`config.mk`:
```
export PLATFORM = sky130hd
export DESIGN_NAME = ob_win_xlate
export DESIGN_NICKNAME = d
export VERILOG_FILES = /design/src/rtl/ob_win_pkg.sv /design/src/rtl/ob_win_regs.sv /design/src/rtl/ob_win_select.sv /design/src/rtl/ob_win_stage.sv /design/src/rtl/ob_win_xlate.sv
export SDC_FILE = /design/constraint.sdc
export NUM_CORES = 1
export LEC_CHECK = 0
export ABC_AREA = 1
export BUFFER_PORTS_ARGS = -buffer_cell sky130_fd_sc_hd__buf_2
export CORE_AREA = 2 2 222 170
export CTS_BUF_LIST = sky130_fd_sc_hd__clkbuf_4 sky130_fd_sc_hd__clkbuf_8 sky130_fd_sc_hd__clkbuf_16
export CTS_CLUSTER_SIZE = 10
export DETAILED_ROUTE_END_ITERATION = 10
export DIE_AREA = 0 0 224 172
export PLACE_DENSITY = 0.77
export SYNTH_ARGS = -nofsm -noshare
export SYNTH_HDL_FRONTEND = slang
export SYNTH_SLANG_ARGS = --single-unit
export TNS_END_PERCENT = 1
```
`constraint.sdc`:
```
create_clock -name clk -period 10 [get_ports clk]
set_clock_uncertainty 0.15 [all_clocks]
set_input_delay 2 -clock clk [delete_from_list [all_inputs] [get_ports clk]]
set_output_delay 2 -clock clk [all_outputs]
set_load 0.02 [all_outputs]
```
`src/rtl/ob_win_pkg.sv`:
```
package ob_win_pkg;
  localparam int REG_W      = 32;
  localparam int RADDR_W    = 2 * REG_W;
  localparam int MB_SHIFT   = 20;
  localparam int CODE_W     = 3;
  localparam logic [11:0] OFS_CTRL = 12'h004;
  localparam logic [11:0] OFS_SIZE = 12'h010;
  localparam logic [11:0] OFS_WIN  = 12'h200;

  typedef struct packed {
    logic [REG_W-1:0] hi;
    logic [REG_W-1:0] lo;
  } win_entry_t;
endpackage

```
`src/rtl/ob_win_regs.sv`:
```
module ob_win_regs
  import ob_win_pkg::*;
#(
  parameter int NUM_WIN  = 4,
  parameter int SIZE_RST = 3
) (
  input  logic              clk,
  input  logic              rst_n,
  input  logic              reg_we,
  input  logic [11:0]       reg_addr,
  input  logic [REG_W-1:0]  reg_wdata,
  output logic [REG_W-1:0]  reg_rdata,
  output logic [1:0]        ctrl_o,
  output logic [CODE_W-1:0] code_o,
  output win_entry_t        win_o [NUM_WIN]
);
  logic [1:0]        ctrl_q, ctrl_d;
  logic [CODE_W-1:0] code_q, code_d;
  win_entry_t        win_q [NUM_WIN];
  win_entry_t        win_d [NUM_WIN];

  always_comb begin
    ctrl_d = ctrl_q;
    code_d = code_q;
    if (reg_we && reg_addr == OFS_CTRL) ctrl_d = reg_wdata[1:0];
    if (reg_we && reg_addr == OFS_SIZE) code_d = reg_wdata[CODE_W-1:0];
  end

  always_ff @(posedge clk or negedge rst_n) begin
    if (!rst_n) begin
      ctrl_q <= '0;
      code_q <= CODE_W'(SIZE_RST);
    end else if (reg_we) begin
      ctrl_q <= ctrl_d;
      code_q <= code_d;
    end
  end

  for (genvar n = 0; n < NUM_WIN; n++) begin : g_win
    localparam logic [11:0] LO_OFS = OFS_WIN + 12'(8 * n);
    localparam logic [11:0] HI_OFS = LO_OFS + 12'h004;
    always_comb begin
      win_d[n] = win_q[n];
      if (reg_addr == LO_OFS) win_d[n].lo = reg_wdata;
      if (reg_addr == HI_OFS) win_d[n].hi = reg_wdata;
    end
    always_ff @(posedge clk or negedge rst_n) begin
      if (!rst_n)      win_q[n] <= '0;
      else if (reg_we) win_q[n] <= win_d[n];
    end
    assign win_o[n] = win_q[n];
  end

  always_comb begin
    reg_rdata = '0;
    if (reg_addr == OFS_CTRL) reg_rdata = {{(REG_W-2){1'b0}}, ctrl_q};
    if (reg_addr == OFS_SIZE) reg_rdata = {{(REG_W-CODE_W){1'b0}}, code_q};
    for (int n = 0; n < NUM_WIN; n++) begin
      if (reg_addr == OFS_WIN + 12'(8 * n))         reg_rdata = win_q[n].lo;
      if (reg_addr == OFS_WIN + 12'(8 * n) + 12'h4) reg_rdata = win_q[n].hi;
    end
  end

  assign ctrl_o = ctrl_q;
  assign code_o = code_q;
endmodule

```
`src/rtl/ob_win_select.sv`:
```
module ob_win_select
  import ob_win_pkg::*;
#(
  parameter int          LA_W        = 32,
  parameter int          NUM_WIN     = 4,
  parameter logic [31:0] REGION_BASE = 32'h4000_0000,
  localparam int         IDX_W       = (NUM_WIN > 1) ? $clog2(NUM_WIN) : 1
) (
  input  logic [LA_W-1:0]   addr_i,
  input  logic [CODE_W-1:0] code_i,
  output logic              in_range_o,
  output logic [IDX_W-1:0]  idx_o,
  output logic [LA_W-1:0]   offset_o
);
  localparam logic [LA_W-1:0] BASE = LA_W'(REGION_BASE);

  logic [LA_W-1:0] diff;
  logic [LA_W-1:0] idx_full;
  logic [LA_W-1:0] low_mask;
  logic [5:0]      shamt;

  always_comb begin
    diff       = addr_i - BASE;
    shamt      = 6'(MB_SHIFT) + 6'(code_i);
    idx_full   = diff >> shamt;
    low_mask   = ~({LA_W{1'b1}} << shamt);
    offset_o   = diff & low_mask;
    in_range_o = (addr_i >= BASE) && (idx_full < LA_W'(NUM_WIN));
    idx_o      = idx_full[IDX_W-1:0];
  end
endmodule

```
`src/rtl/ob_win_stage.sv`:
```
module ob_win_stage
  import ob_win_pkg::*;
#(
  parameter int  LA_W    = 32,
  parameter int  NUM_WIN = 4,
  localparam int IDX_W   = (NUM_WIN > 1) ? $clog2(NUM_WIN) : 1
) (
  input  logic               clk,
  input  logic               rst_n,
  input  logic               req_valid,
  input  logic [LA_W-1:0]    req_addr,
  input  logic               xlat_en,
  input  logic               in_range,
  input  logic [IDX_W-1:0]   idx,
  input  logic [LA_W-1:0]    offset,
  input  win_entry_t         win_i [NUM_WIN],
  output logic               out_valid,
  output logic [RADDR_W-1:0] out_addr,
  output logic               out_miss
);
  win_entry_t         sel;
  logic               hit;
  logic [RADDR_W-1:0] addr_d;
  logic               miss_d;

  always_comb begin
    sel = win_i[idx];
    hit = in_range && sel.lo[0];
    if (xlat_en && hit) begin
      addr_d = {sel.hi, sel.lo[REG_W-1:1], 1'b0} + RADDR_W'(offset);
      miss_d = 1'b0;
    end else begin
      addr_d = RADDR_W'(req_addr);
      miss_d = xlat_en;
    end
  end

  always_ff @(posedge clk or negedge rst_n) begin
    if (!rst_n) out_valid <= 1'b0;
    else        out_valid <= req_valid;
  end

  always_ff @(posedge clk or negedge rst_n) begin
    if (!rst_n) begin
      out_addr <= '0;
      out_miss <= 1'b0;
    end else if (req_valid) begin
      out_addr <= addr_d;
      out_miss <= miss_d;
    end
  end
endmodule

```
`src/rtl/ob_win_xlate.sv`:
```
module ob_win_xlate
  import ob_win_pkg::*;
#(
  parameter int          LA_W        = 32,
  parameter int          NUM_WIN     = 4,
  parameter int          SIZE_RST    = 3,
  parameter logic [31:0] REGION_BASE = 32'h4000_0000
) (
  input  logic               clk,
  input  logic               rst_n,
  input  logic               reg_we,
  input  logic [11:0]        reg_addr,
  input  logic [REG_W-1:0]   reg_wdata,
  output logic [REG_W-1:0]   reg_rdata,
  input  logic               lcl_valid,
  input  logic [LA_W-1:0]    lcl_addr,
  output logic               out_valid,
  output logic [RADDR_W-1:0] out_addr,
  output logic               out_miss,
  output logic               ctl_link_train,
  output logic               ctl_xlat_en
);
  localparam int IDX_W = (NUM_WIN > 1) ? $clog2(NUM_WIN) : 1;

  logic [1:0]        rst_sync;
  logic              rst_q_n;
  logic [1:0]        ctrl;
  logic [CODE_W-1:0] code;
  win_entry_t        win [NUM_WIN];
  logic              in_range;
  logic [IDX_W-1:0]  idx;
  logic [LA_W-1:0]   offset;

  always_ff @(posedge clk or negedge rst_n) begin
    if (!rst_n) rst_sync <= 2'b00;
    else        rst_sync <= {rst_sync[0], 1'b1};
  end
  assign rst_q_n = rst_sync[1];

  ob_win_regs #(.NUM_WIN(NUM_WIN), .SIZE_RST(SIZE_RST)) regs_i (
    .clk(clk), .rst_n(rst_q_n), .reg_we(reg_we), .reg_addr(reg_addr),
    .reg_wdata(reg_wdata), .reg_rdata(reg_rdata), .ctrl_o(ctrl),
    .code_o(code), .win_o(win)
  );

  ob_win_select #(.LA_W(LA_W), .NUM_WIN(NUM_WIN), .REGION_BASE(REGION_BASE)) sel_i (
    .addr_i(lcl_addr), .code_i(code), .in_range_o(in_range),
    .idx_o(idx), .offset_o(offset)
  );

  ob_win_stage #(.LA_W(LA_W), .NUM_WIN(NUM_WIN)) stage_i (
    .clk(clk), .rst_n(rst_q_n), .req_valid(lcl_valid), .req_addr(lcl_addr),
    .xlat_en(ctrl[1]), .in_range(in_range), .idx(idx), .offset(offset),
    .win_i(win), .out_valid(out_valid), .out_addr(out_addr), .out_miss(out_miss)
  );

  assign ctl_link_train = ctrl[0];
  assign ctl_xlat_en    = ctrl[1];
endmodule

```
Word level (Yosys, flattened, before mapping)

Index checks and enable logic that the tools add are counted.

Bits in registers: 329
Bits of input ports: 80
Output and inout port bits: 100

$add $sub $neg: 3
Magnitude comparators: 3
Equality and inequality tests: 10
Shifts and indexed selects: 2
Mux-type cells: 15
Bitwise operators: 3
Reductions and logical operators: 15

Operators with widths:

| operator               | number |
|---|---|
| $mux 32                | 8 |
| $mux 64                | 3 |
| $bmux 64 s2            | 1 |
| $eq 12x10->1 const B   | 8 |
| $add 64x32->64         | 1 |
| $and 32x32->32         | 1 |
| $ge 32x31->1 const B   | 1 |
| $lt 32x3->1 const B    | 1 |
| $not 32->32            | 1 |
| $shl 32x6->32 const A  | 1 |
| $shr 32x6->32          | 1 |
| $sub 32x31->32 const B | 1 |
| $reduce_and 2->1       | 10 |
| $eq 12x3->1 const B    | 1 |
| $eq 12x5->1 const B    | 1 |
| $add 5x3->6 const A    | 1 |
| $logic_and 1x1->1      | 5 |
| $ge 3x3->1 const B     | 1 |
| $mux 3                 | 1 |
| $not 2->3              | 1 |
| $mux 2                 | 1 |
| $mux 1                 | 1 |

Depth between registers and ports, before layout

Word-level depth: 11
Mapped depth: 32
Mapped depth without buffers: 28

By module

A second synthesis with hierarchy kept.

Cells, all modules: 3162
Area total of the unflattened synthesis: 21012.7 sq um

Modules (own cells, without submodules):

| module        | instances | cells each | area each (sq um) | sequential area each (sq um) |
|---|---|---|---|---|
| ob_win_regs   | 1         | 1322       | 11438.5           | 6533.8 |
| ob_win_stage  | 1         | 1709       | 8879.8            | 1651.6 |
| ob_win_select | 1         | 128        | 640.6             | 0.0 |
| ob_win_xlate  | 1         | 3          | 53.8              | 50.0 |

Worst setup path after synthesis

No wires, ideal clock.

Path type: input port to output port
From: in reg_addr[11]
To: out reg_rdata[28]
Arrival: 3.813 ns
Path slack: 4.037 ns
Stages: 9
Buffers on the path: 1
Cell sequence: nor2_1 > nand3_1 > nor2_1 > inv_1 > nor2_1 > clkinv_1 > clkbuf_1 > o211a_1 > o21ai_0

Cells in the longest elaborated chain, start to end: 9

RTL lines:

| what         | RTL line           | source |
|---|---|---|
| from (decl)  | ob_win_xlate.sv:12 | `input logic [11:0] reg_addr,` |
| $eq 12x10->1 | ob_win_regs.sv:59  | `if (reg_addr == OFS_WIN + 12'(8 * n)) reg_rdata = win_q[n].lo;` |
| $mux 32      | ob_win_regs.sv:59  |  |
| $mux 32      | ob_win_regs.sv:60  | `if (reg_addr == OFS_WIN + 12'(8 * n) + 12'h4) reg_rdata = win_q[n].hi;` |
| $mux 32      | ob_win_regs.sv:59  |  |
| $mux 32      | ob_win_regs.sv:60  |  |
| $mux 32      | ob_win_regs.sv:59  |  |
| $mux 32      | ob_win_regs.sv:60  |  |
| $mux 32      | ob_win_regs.sv:59  |  |
| $mux 32 *    | ob_win_regs.sv:60  |  |
| to (decl)    | ob_win_xlate.sv:14 | `output logic [REG_W-1:0] reg_rdata,` |

Mark *: on every way between the ends. The rest lies on a longest branch, timed or not.

Worst setup path in the final report

From: in reg_addr[1]
To: out reg_rdata[14]

The elaborated chain is that of the path after synthesis.

==> impl_metrics.xml <==
<?xml version="1.0" encoding="UTF-8"?>
<metrics>
  <group name="outcome">
    <metric name="outcome" unit="">finished, final reports clean</metric>
  </group>
  <group name="timing">
    <metric name="grt_setup_unrepaired" unit="">false</metric>
    <metric name="max_freq" unit="MHz">124</metric>
    <metric name="final_hold_viol_count" unit="">0</metric>
    <metric name="slew_violations" unit="">0</metric>
    <metric name="slew_headroom" unit="%">15.0</metric>
    <metric name="final-setup-viol-count" unit="">0</metric>
    <metric name="tns" unit="ps">0</metric>
    <metric name="post-route-min-period" unit="ps">8080</metric>
    <metric name="fin_hold_ws" unit="ps">198</metric>
    <metric name="tcrit_tclk_final" unit="%">80.8</metric>
    <metric name="tightestPinTransition" unit="ps">1270</metric>
  </group>
  <group name="synth">
    <metric name="async_flop_share" unit="%">100</metric>
    <metric name="yosysTopAreaCellShare" unit="%">41.4</metric>
    <metric name="synth.top_cells.by_area" unit="">dfrtp_1 41%, nand2_1 15%, o21ai_0 12%, nand3_1 6.1%, inv_1 4.7%</metric>
    <metric name="synth.yosys.warnings" unit="">0</metric>
    <metric name="synthesis.area" unit="sq mm">0.0198</metric>
    <metric name="synth_area_leader_cell" unit="">dfrtp_1</metric>
    <metric name="ffs_latches_synth" unit="">329</metric>
    <metric name="synth_commonest_cells" unit="">795 x nand2_1, 461 x o21ai_0, 327 x dfrtp_1, 249 x inv_1, 242 x nand3_1</metric>
    <metric name="avgSynthCellArea" unit="sq um">7.14</metric>
    <metric name="yosysMostFrequentCell" unit="">nand2_1</metric>
    <metric name="syn-instance-count" unit="">2769</metric>
    <metric name="synth_ff_type" unit="">dfrtp_1</metric>
    <metric name="synth_cell_types" unit="">50</metric>
    <metric name="synth_enable_flop_cells" unit="">0</metric>
    <metric name="synth-seq-area-share" unit="%">41.7</metric>
  </group>
  <group name="placed_design">
    <metric name="globalplace.congestion" unit="">0.978</metric>
    <metric name="hpwl" unit="um">48000</metric>
    <metric name="placement.cell_area" unit="sq mm">0.0208</metric>
    <metric name="dp.cells" unit="">3298</metric>
    <metric name="port-buffer-count" unit="">179</metric>
  </group>
  <group name="clock_tree">
    <metric name="clk_path_buf_depth" unit="">3</metric>
    <metric name="cts_hold_buffers" unit="">0</metric>
    <metric name="clkTransAtPathRegs" unit="ps">60</metric>
    <metric name="cts-htree-levels" unit="">2</metric>
    <metric name="cts_resized" unit="">0</metric>
    <metric name="tritoncts_clock_tree" unit="">yes</metric>
    <metric name="cts-buffers-inserted" unit="">40</metric>
    <metric name="clock_sinks" unit="">329</metric>
    <metric name="post_cts_setup_repair_bufs" unit="">0</metric>
    <metric name="clock_tree.root_cell" unit="">clkbuf_16</metric>
    <metric name="clk-insertion-delay-late" unit="ps">560</metric>
  </group>
  <group name="critical_path">
    <metric name="crit_slowest_cell" unit="">clkinv_1</metric>
    <metric name="critPathLaunch" unit="">reg_addr[1]</metric>
    <metric name="crit_path_cell_trace" unit="">buf_2 -&gt; nor2_1 -&gt; nand3_2 -&gt; nor2_1 -&gt; buf_4 -&gt; clkinv_1 -&gt; o2111ai_1 -&gt; o211ai_1 -&gt; o21ai_0 -&gt; buf_2</metric>
    <metric name="worstSetupStartpointType" unit="">input pin</metric>
    <metric name="path_buf_inv" unit="">4</metric>
    <metric name="peak_per_stage_delay_on_the_critical_path" unit="ps">1020</metric>
    <metric name="cp_num_cells" unit="">10</metric>
    <metric name="critical_path.endpoint" unit="">reg_rdata[14]</metric>
    <metric name="reg2reg_setup_slack" unit="ps">3440</metric>
    <metric name="worstSetupEndpointType" unit="">output pin</metric>
    <metric name="arrival" unit="ps">5930</metric>
    <metric name="worst-r2r-cell-count" unit="">23</metric>
    <metric name="cp.required" unit="ps">7850</metric>
    <metric name="timing.rr.start" unit="">regs_i.code_o[0]$_DFFE_PN1P_</metric>
    <metric name="reg2reg_to" unit="">stage_i.out_addr[49]$_DFFE_PN0P_</metric>
    <metric name="critical_path_peak_fanout" unit="">32</metric>
    <metric name="cell_type_group_with_the_largest_total_delay_on_the_critical_path" unit="">buffers and inverters</metric>
    <metric name="setup.worst_path.class" unit="">input pin to output pin</metric>
  </group>
  <group name="worst_hold_path">
    <metric name="hold_path.class" unit="">register to asynchronous set/reset pin</metric>
  </group>
  <group name="route">
    <metric name="route.antenna.remaining_nets" unit="">0</metric>
    <metric name="vias_per_cell" unit="">6.07</metric>
    <metric name="vias" unit="">20300</metric>
    <metric name="route.final.wire_length" unit="um">69100</metric>
    <metric name="first_pass_iters" unit="">6</metric>
    <metric name="detail_route.wl_per_cell" unit="um">20.6</metric>
    <metric name="drt_first_iter_violations" unit="">2689</metric>
    <metric name="detail_route.drc_violations" unit="">0</metric>
  </group>
  <group name="grt">
    <metric name="grt_antenna_before_repair" unit="">1</metric>
    <metric name="grt_use_total" unit="%">35.9</metric>
    <metric name="gr-usage-met3" unit="%">11.1</metric>
    <metric name="groute.layer.met1.usage" unit="%">51.7</metric>
    <metric name="grt-busiest-layer" unit="">met1</metric>
    <metric name="global_route.overflow_total" unit="">0</metric>
    <metric name="first_global_vias" unit="">18800</metric>
    <metric name="use_met2" unit="%">50.2</metric>
    <metric name="grt_start_max_net_pins" unit="">112</metric>
    <metric name="grt_first_pass_wirelength" unit="um">107000</metric>
  </group>
  <group name="floorplan">
    <metric name="floorplan.die.height" unit="um">172</metric>
    <metric name="die_boundary_width" unit="um">224</metric>
    <metric name="ioPinCount" unit="">180</metric>
    <metric name="die_area" unit="sq mm">0.0385</metric>
    <metric name="placeableCoreArea" unit="sq mm">0.0364</metric>
    <metric name="initial_utilization" unit="%">54.3</metric>
    <metric name="rows" unit="">61</metric>
  </group>
  <group name="final_layout">
    <metric name="layout.filler_cells" unit="">3366</metric>
    <metric name="final-instance-count-excl-fill" unit="">3349</metric>
    <metric name="final_design_area_no_fill" unit="sq mm">0.0219</metric>
    <metric name="multi_input_comb_area" unit="sq mm">0.00988</metric>
    <metric name="final_layout_size_suffix_gt1_share" unit="%">11.2</metric>
    <metric name="area_growth" unit="%">10.9</metric>
    <metric name="post-route-util" unit="%">60.2</metric>
    <metric name="layout.nets" unit="">2980</metric>
    <metric name="seqCellArea" unit="sq mm">0.00824</metric>
  </group>
  <group name="pwr">
    <metric name="power.leakage" unit="uW">0.0104</metric>
    <metric name="comb_power_share" unit="%">12.0</metric>
    <metric name="sequentialPowerShare" unit="%">45.1</metric>
    <metric name="ir_drop" unit="V">0.000104</metric>
    <metric name="pwr-share-clk" unit="%">43.0</metric>
    <metric name="power.density_cell_area" unit="mW/mm^2">138</metric>
    <metric name="internal_power" unit="uW">2180</metric>
    <metric name="switching_share" unit="%">28.1</metric>
    <metric name="p_switching" unit="uW">848</metric>
  </group>
  <group name="flow_run">
    <metric name="max_cap_violations" unit="">0</metric>
  </group>
</metrics>
## flip-flops by register name, indices dropped and copies added, names as in the netlist
register and cells:
stage_i.out_valid 1, regs_i.code_o 3, rst_sync 2, stage_i.out_miss 1
regs_i.ctrl_o 2, stage_i.out_addr 64, regs_i.win_o 256
## area by class of cell
type                            instances  area share (%)
Antenna cell                            2          0.0228
Clock buffer                           43            4.67
Clock inverter                          6           0.360
Inverter                              263            4.52
Multi-Input combinational cell       2027            45.1
Sequential cell                       329            37.6
Tap cell                              472            2.69
Timing Repair Buffer                  207            5.05
## metrics by stage
step | setup slack [ps] | power, uW
floorplan | 5.30 | 1610
global placement | 2230 | 1730
detailed placement | 2160 | 1740
CTS | 2100 | 3020
global route | 1730 | 3120
finish | 1920 | 3020
## layer usage
layer,vias up,part of all wire (%)
li1,9391,-
met1,9460,43
met2,1285,40
met3,184,14
met4,0,3.5
met5,-,0
## cells in the final DEF, fill, tap and decap left out, types with 20 or more instances in the layout
| cell | count |
|---|---|
| ha_1 | 31 |
| inv_1 | 249 |
| nand2_2 | 26 |
| nand3_1 | 241 |
| a21oi_1 | 106 |
| clkbuf_16 | 40 |
| nor2_1 | 139 |
| dfrtp_1 | 326 |
| o211ai_1 | 42 |
| buf_4 | 28 |
| o21ai_0 | 461 |
| buf_2 | 179 |
| o221ai_1 | 35 |
| nand4_1 | 20 |
| nand2_1 | 786 |
## power groups by stage
stage | combinational [uW] | sequential, uW | clock [uW]
after floorplan | 197 | 1410 | 0
after global placement | 347 | 1390 | 0
after detailed placement | 352 | 1390 | 0
after CTS | 354 | 1360 | 1300
after global routing | 397 | 1360 | 1360
final | 362 | 1360 | 1300
## worst reg2reg max path: cells and delay by family, from the launching register on
kind / cells / cell delay (ps)
flops: 1 / 660
fa+ha+maj: 1 / 460
simple gates: 14 / 1970
buf+inv: 3 / 1650
compound gates: 5 / 1540
## cell families after synthesis
kind of cell | share of synthesized area [%]
adders and majority gates | 2.06
other | 0.0380
DFF | 41.7
buffers and inverters | 8.50
AOI/OAI and AO/OA | 19.6
and+or+nand+nor | 27.1
xor gates and xnor gates | 1.02
## worst min-delay path by stage
| stage | to | slack, ps | depth (start not counted) |
|---|---|---|---|
| after floorplan | rst_sync[1]$_DFF_PN0_ | 180 | 0 |
| after global placement | rst_sync[1]$_DFF_PN0_ | 190 | 0 |
| after detailed placement | rst_sync[1]$_DFF_PN0_ | 190 | 0 |
| after CTS | rst_sync[1]$_DFF_PN0_ | 200 | 0 |
| after global routing | rst_sync[1]$_DFF_PN0_ | 210 | 0 |
| final | regs_i.win_o[9]$_DFFE_PN0P_ | 200 | 0 |
No activity file was read; power rests on OpenSTA's default activity.
